<file path="src/rtl/clock_stop_pkg.sv">
package clock_stop_pkg;
    typedef enum logic [1:0] {
        PD_RUN   = 2'd0,
        PD_DRAIN = 2'd1,
        PD_OFF   = 2'd2
    } pd_state_t;
endpackage

</file>
<file path="src/rtl/clock_stop_sync.sv">
module clock_stop_sync #(
    parameter int   STAGES    = 2,
    parameter logic RESET_VAL = 1'b1
) (
    input  logic clk,
    input  logic rst_n,
    input  logic async_in,
    output logic sync_out
);
    logic [STAGES-1:0] chain_q;

    always_ff @(posedge clk or negedge rst_n) begin
        if (!rst_n) begin
            chain_q <= {STAGES{RESET_VAL}};
        end else begin
            chain_q <= {chain_q[STAGES-2:0], async_in};
        end
    end

    assign sync_out = chain_q[STAGES-1];
endmodule

</file>
<file path="src/rtl/clock_stop_pd_fsm.sv">
module clock_stop_pd_fsm
    import clock_stop_pkg::*;
(
    input  logic      clk,
    input  logic      rst_n,
    input  logic      pd_sync_n,
    output logic      hold_all,
    output logic      pd_ready,
    output pd_state_t state_o
);
    pd_state_t state_q;
    pd_state_t state_d;

    always_ff @(posedge clk or negedge rst_n) begin
        if (!rst_n) begin
            state_q <= PD_RUN;
        end else begin
            state_q <= state_d;
        end
    end

    always_comb begin
        state_d = state_q;
        unique case (state_q)
            PD_RUN:   if (!pd_sync_n) state_d = PD_DRAIN;
            PD_DRAIN: state_d = PD_OFF;
            PD_OFF:   if (pd_sync_n) state_d = PD_RUN;
            default:  state_d = PD_RUN;
        endcase
    end

    always_comb begin
        hold_all = (state_q != PD_RUN);
        pd_ready = (state_q == PD_OFF);
        state_o  = state_q;
    end
endmodule

</file>
<file path="src/rtl/clock_stop_gate.sv">
module clock_stop_gate #(
    parameter int             N         = 4,
    parameter logic [N-1:0]   FREE_MASK = 4'b0001
) (
    input  logic         clk,
    input  logic         rst_n,
    input  logic         run_sync,
    input  logic         hold_all,
    input  logic [N-1:0] en_mask,
    output logic [N-1:0] gclk
);
    logic [N-1:0] open_q;

    for (genvar i = 0; i < N; i++) begin : g_lane
        logic open_d;
        if (FREE_MASK[i]) begin : g_free
            assign open_d = en_mask[i] & ~hold_all;
        end else begin : g_stoppable
            assign open_d = en_mask[i] & ~hold_all & run_sync;
        end

        always_ff @(negedge clk or negedge rst_n) begin
            if (!rst_n) begin
                open_q[i] <= 1'b0;
            end else begin
                open_q[i] <= open_d;
            end
        end

        assign gclk[i] = clk & open_q[i];
    end
endmodule

</file>
<file path="src/rtl/clock_stop_gater.sv">
module clock_stop_gater
    import clock_stop_pkg::*;
#(
    parameter int           N           = 4,
    parameter logic [N-1:0] FREE_MASK   = 4'b0001,
    parameter int           SYNC_STAGES = 2
) (
    input  logic         clk,
    input  logic         rst_n,
    input  logic         stop_n,
    input  logic         pd_n,
    input  logic [N-1:0] en_mask,
    output logic [N-1:0] gclk,
    output logic         pd_ready
);
    logic      run_sync;
    logic      pd_sync_n;
    logic      hold_all;
    pd_state_t fsm_state;

    clock_stop_sync #(.STAGES(SYNC_STAGES), .RESET_VAL(1'b1)) u_stop_sync (
        .clk(clk), .rst_n(rst_n), .async_in(stop_n), .sync_out(run_sync)
    );

    clock_stop_sync #(.STAGES(SYNC_STAGES), .RESET_VAL(1'b1)) u_pd_sync (
        .clk(clk), .rst_n(rst_n), .async_in(pd_n), .sync_out(pd_sync_n)
    );

    clock_stop_pd_fsm u_fsm (
        .clk(clk), .rst_n(rst_n), .pd_sync_n(pd_sync_n),
        .hold_all(hold_all), .pd_ready(pd_ready), .state_o(fsm_state)
    );

    clock_stop_gate #(.N(N), .FREE_MASK(FREE_MASK)) u_gate (
        .clk(clk), .rst_n(rst_n), .run_sync(run_sync), .hold_all(hold_all),
        .en_mask(en_mask), .gclk(gclk)
    );
endmodule

</file>
<file path="config.mk">
export PLATFORM = sky130hd
export DESIGN_NAME = clock_stop_gater
export DESIGN_NICKNAME = d
export VERILOG_FILES = /design/src/rtl/clock_stop_pkg.sv /design/src/rtl/clock_stop_sync.sv /design/src/rtl/clock_stop_pd_fsm.sv /design/src/rtl/clock_stop_gate.sv /design/src/rtl/clock_stop_gater.sv
export SDC_FILE = /design/constraint.sdc
export NUM_CORES = 1
export LEC_CHECK = 0
export BUFFER_PORTS_ARGS = -buffer_cell sky130_fd_sc_hd__buf_2
export CELL_PAD_IN_SITES_DETAIL_PLACEMENT = 0
export CELL_PAD_IN_SITES_GLOBAL_PLACEMENT = 1
export CORE_AREA = 5 5 42 44
export CTS_BUF_LIST = sky130_fd_sc_hd__clkbuf_16
export CTS_CLUSTER_DIAMETER = 30
export DETAILED_ROUTE_END_ITERATION = 7
export DIE_AREA = 0 0 47 49
export HOLD_SLACK_MARGIN = 0.02
export MAX_ROUTING_LAYER = met4
export PLACE_DENSITY = 0.63
export SYNTH_ARGS = -nofsm -noshare
export SYNTH_HDL_FRONTEND = slang
export SYNTH_SLANG_ARGS = --single-unit
</file>
<file path="constraint.sdc">
create_clock -name clk -period 1.9 [get_ports clk]
set_clock_uncertainty 0.05 [all_clocks]
set_input_delay 0.095 -clock clk [delete_from_list [all_inputs] [get_ports clk]]
set_output_delay 0.095 -clock clk [all_outputs]
set_load 0.03 [all_outputs]
</file>
== Yosys cells after proc, flatten, opt, wreduce, memory -nomap -nowiden ==
Index checks and enable logic that the tools add are counted.

* Add/subtract/negate cells: 0
* Multiply operators: 0
* Div/mod/pow operators: 0
* Magnitude comparators: 0
* Equal/unequal tests: 4
* Shifts and indexed selects: 0
* Muxes and demuxes: 3
* Bitwise operators: 12
* Reduce and logical (&&, ||, !) cells: 3

{| class="wikitable"
|+ Operators by type and width
! operator !! number
|-
| 1-bit bitwise AND || 11
|-
| 2-bit case mux with 3 select lines || 1
|-
| 2-bit two-way mux || 2
|-
| 2-bit by 1-bit equality test with 1-bit output (second input constant) || 1
|-
| 2-bit equality test (second input constant) || 1
|-
| 2-bit logical NOT || 1
|-
| 2-bit by 1-bit inequality test with 1-bit output (second input constant) || 1
|-
| 2-bit inequality test (second input constant) || 1
|-
| 2-bit AND reduction || 1
|-
| 2-bit nonzero test || 1
|-
| 1-bit NOT || 1
|}

* Bits in registers: 10
* Latch bits: 0
* RAM bits: 0
* Bits in read-only memories: 0
* Input port bits: 8
* Output and inout bits: 5
* Word-level logic and storage cells: 29
* Memories: 0

== Depth between registers and ports, before layout ==
* Word-level depth: 4
* Mapped depth: 2
* Gate-level depth less buffers: 2

== By module ==
Synthesis repeated with hierarchy kept, for this count alone.

* Cell total of the unflattened synthesis: 23
* Area total of the unflattened synthesis: 352.8 µm²

{| class="wikitable"
|+ By module, submodules not included
! module !! times used !! cells an instance !! area an instance (µm²)
|-
| clock_stop_gate || 1 || 12 || 157.7
|-
| clock_stop_sync || 2 || 2 || 52.6
|-
| clock_stop_pd_fsm || 1 || 7 || 90.1
|}

==> impl_metrics.py <==
metrics = {
    "pwr": {
        "power.density_nw_per_um2": 1990,
        "swShare": 0.242,
        "power.net_switching_w": 0.000324,
        "clkPwrFrac": 0.712,
        "seqPwrFrac": 0.214,
        "p_int_w": 0.00101,
        "peakVddDrop_mv": 1.07,
        "combPwrFrac": 0.073,
        "leakage_nw": 0.336,
    },
    "place": {
        "port_buffers": 12,
        "dpl-instance-area_sq_um": 423,
        "gp_congestion": 0.710,
        "dp_cells": 51,
        "dp_slack_ns": 0.0878,
    },
    "setup_path": {
        "cp.required_ns": 1.75,
        "ff2ff_path_depth": 2,
        "path_cells": "and2_4 > buf_6",
        "r2r_end": "u_gate.open_q[2]$_DFF_NN0_",
        "r2r-start": "u_fsm.state_o[1]$_DFFE_PN0P_",
        "path_delay_family": "flip-flops",
        "critPathKind": "reg -> out",
        "critPathBufInv": 1,
        "end_kind": "output port",
        "arrival_ns": 1.98,
        "reg2reg_slack_ns": 0.13,
        "slowest_delay_ns": 0.38,
        "critPathLaunchType": "register",
        "critical_path_peak_fanout": 1,
        "slowest_stage": "dfrtn_1",
    },
    "layout": {
        "finish.utilization": 0.479,
        "final_cell_count_no_fill": 63,
        "nets": 55,
        "syn_to_final_growth_pct": 95.6,
        "num-fill-cells": 132,
        "fin_area_sq_um": 671,
        "num_antenna_cells": 0,
        "multi_input_area_sq_um": 97.6,
        "regArea_sq_um": 255,
        "drive_above_1_share": 0.638,
    },
    "yosys": {
        "synth_cells": 23,
        "synth_seq_cells": 10,
        "async_flop_share": 1.00,
        "synth_ff_type": "dfstp_2",
        "synth_top_area_cell": "dfstp_2",
        "synth_seq_area_share": 0.745,
        "synth-edff-count": 0,
        "syn_area_per_cell_sq_um": 14.9,
        "syn_nets": 31,
        "synth_top_area_frac": 0.307,
        "ys_top_cells_by_count": "and2_1 (4), dfrtn_1 (4), dfstp_2 (4)",
        "ys_warn_count": 0,
        "synth_area_leaders": "dfstp_2 (31%), dfrtn_1 (29%), dfrtp_1 (15%)",
        "synth_area_sq_um": 343,
        "ys_types": 11,
    },
    "route": {
        "avgViaCountPerCell": 4.08,
        "drcViolationCount": 0,
        "dr.pass1.iters": 1,
        "ant_nets": 0,
        "num_vias": 257,
        "wl_per_cell_microns": 11.6,
        "drt_wl_total_microns": 730,
        "drt_iter0_drc": 0,
    },
    "status": {
        "run_status": "finished with violations",
        "violations": "negative setup slack",
    },
    "sta": {
        "worstMarginPinSlew_ns": 0.214,
        "fin_ws_ns": -0.230,
        "rsz0062_at_grt": "yes",
        "final_hold_viol_count": 0,
        "hold_slack_ns": 0.0826,
        "setup_viol": 8,
        "drv_slew": 0,
        "relSlewSlack": 0.857,
    },
    "global_route": {
        "grt_pass1_wl_microns": 1170,
        "gr-total-overflow": 0,
        "grt_max_degree": 11,
        "grt_pass1_vias": 338,
        "track_usage": 0.0912,
        "antenna_found_initial": 0,
    },
    "die": {
        "num_io_pins": 13,
        "fp.coreArea_sq_um": 1400,
        "initial_utilization": 0.245,
        "dieArea_sq_um": 2300,
        "die_w_microns": 47,
        "die_y_microns": 49,
        "rows": 14,
    },
    "cts": {
        "post_cts_buffers": 0,
        "clkTransAtPathRegs_ns": 0.04,
        "cts_tree": "built",
        "clk_latency_ns": 0.34,
    },
    "run": {
        "drv_cap": 0,
    },
    "worst_hold_path": {
        "worstHoldPathType": "in -> async",
    },
}
==> worst max path at each step <==
| stage | startpoint | to | slack [ns] | cells after the start |
|---|---|---|---|---|
| floorplan | u_fsm.state_o[0]$_DFFE_PN0P_ | u_gate.open_q[0]$_DFF_NN0_ | 0.13 | 2 |
| global placement | u_fsm.state_o[1]$_DFFE_PN0P_ | u_gate.open_q[2]$_DFF_NN0_ | 0.11 | 2 |
| detailed placement | u_fsm.state_o[0]$_DFFE_PN0P_ | u_gate.open_q[0]$_DFF_NN0_ | 0.09 | 2 |
| CTS | u_gate.open_q[2]$_DFF_NN0_ | gclk[2] | -0.25 | 2 |
| global route | u_gate.open_q[2]$_DFF_NN0_ | gclk[2] | -0.26 | 2 |
| finish | u_gate.open_q[2]$_DFF_NN0_ | gclk[2] | -0.23 | 2 |
==> layer usage <==
layer,vias up,wire length [microns],share of wire,track usage
met5,-,0,0,-
met3,3,82,0.11,0.111
met4,0,28,0.038,0.166
met2,12,367,0.50,0.0769
li1,120,-,-,-
met1,122,251,0.34,0.0568
==> sequential cells by signal, indices dropped and copies added, names as in the netlist <==
register	flops
u_gate.open_q	4
u_fsm.state_o	2
u_pd_sync.chain_q	2
u_stop_sync.chain_q	2
==> power groups by stage <==
stage / clock, W / sequential (W) / combinational, W
6_report: 0.000952 / 0.000286 / 0.0000979
4_1_cts: 0.000973 / 0.000286 / 0.000100
3_3_place_gp: 0.0000835 / 0.000284 / 0.0000920
2_1_floorplan: 0.0000651 / 0.000280 / 0.0000679
3_5_place_dp: 0.0000835 / 0.000287 / 0.0000949
5_1_grt: 0.000993 / 0.000290 / 0.000110
==> cells in the final DEF (no fill, tap or decap) <==
| cell | Yosys | layout |
|---|---|---|
| and2_4 | 0 | 4 |
| clkbuf_16 | 0 | 7 |
| dfstp_2 | 4 | 4 |
| nand2b_1 | 1 | 1 |
| dfrtp_1 | 2 | 2 |
| dfrtn_1 | 4 | 4 |
| and2_2 | 1 | 1 |
| clkinv_1 | 0 | 1 |
| and2b_2 | 1 | 1 |
| nor3_1 | 1 | 1 |
| buf_2 | 0 | 8 |
| dlygate4sd3_1 | 0 | 3 |
| nor2_2 | 1 | 1 |
| and3_1 | 3 | 3 |
| mux2i_1 | 1 | 1 |
| buf_6 | 0 | 4 |
| inv_1 | 0 | 1 |
==> layout make-up <==
cell class                 count  area share
sequential                    10       0.381
clock buffer                  11       0.328
multi-input combinational     13       0.146
timing repair buffer          11       0.104
tap                           16      0.0299
clock inverter                 2      0.0112
==> metrics by stage <==
stage | power, W | setup TNS (ns)
after global routing | 0.00139 | -1.01
after detailed placement | 0.000465 | 0
after global placement | 0.000459 | 0
after CTS | 0.00136 | -0.939
after floorplan | 0.000413 | 0
final | 0.00134 | -0.898
==> logic make-up (layout without fill, tap and decap cells) <==
kind of cell           after synthesis  count (layout)  share of synthesized area
AND/OR/NAND/NOR                     12              12                      0.226
multiplexers                         1               1                     0.0292
flip-flops                          10              10                      0.745
buffers and inverters                0              24                          0
==> repair_timing <==
action | 4_1_cts | 5_1_grt
cloned | 0 | 0
gates resized for setup | 12 | 0
hold buffers | 3 | 0
pin swaps | 3 | 0
endpoints found under the hold margin | 8 | 0
endpoints found under the setup margin | 8 | 8
(Power assumes the default switching activity.)
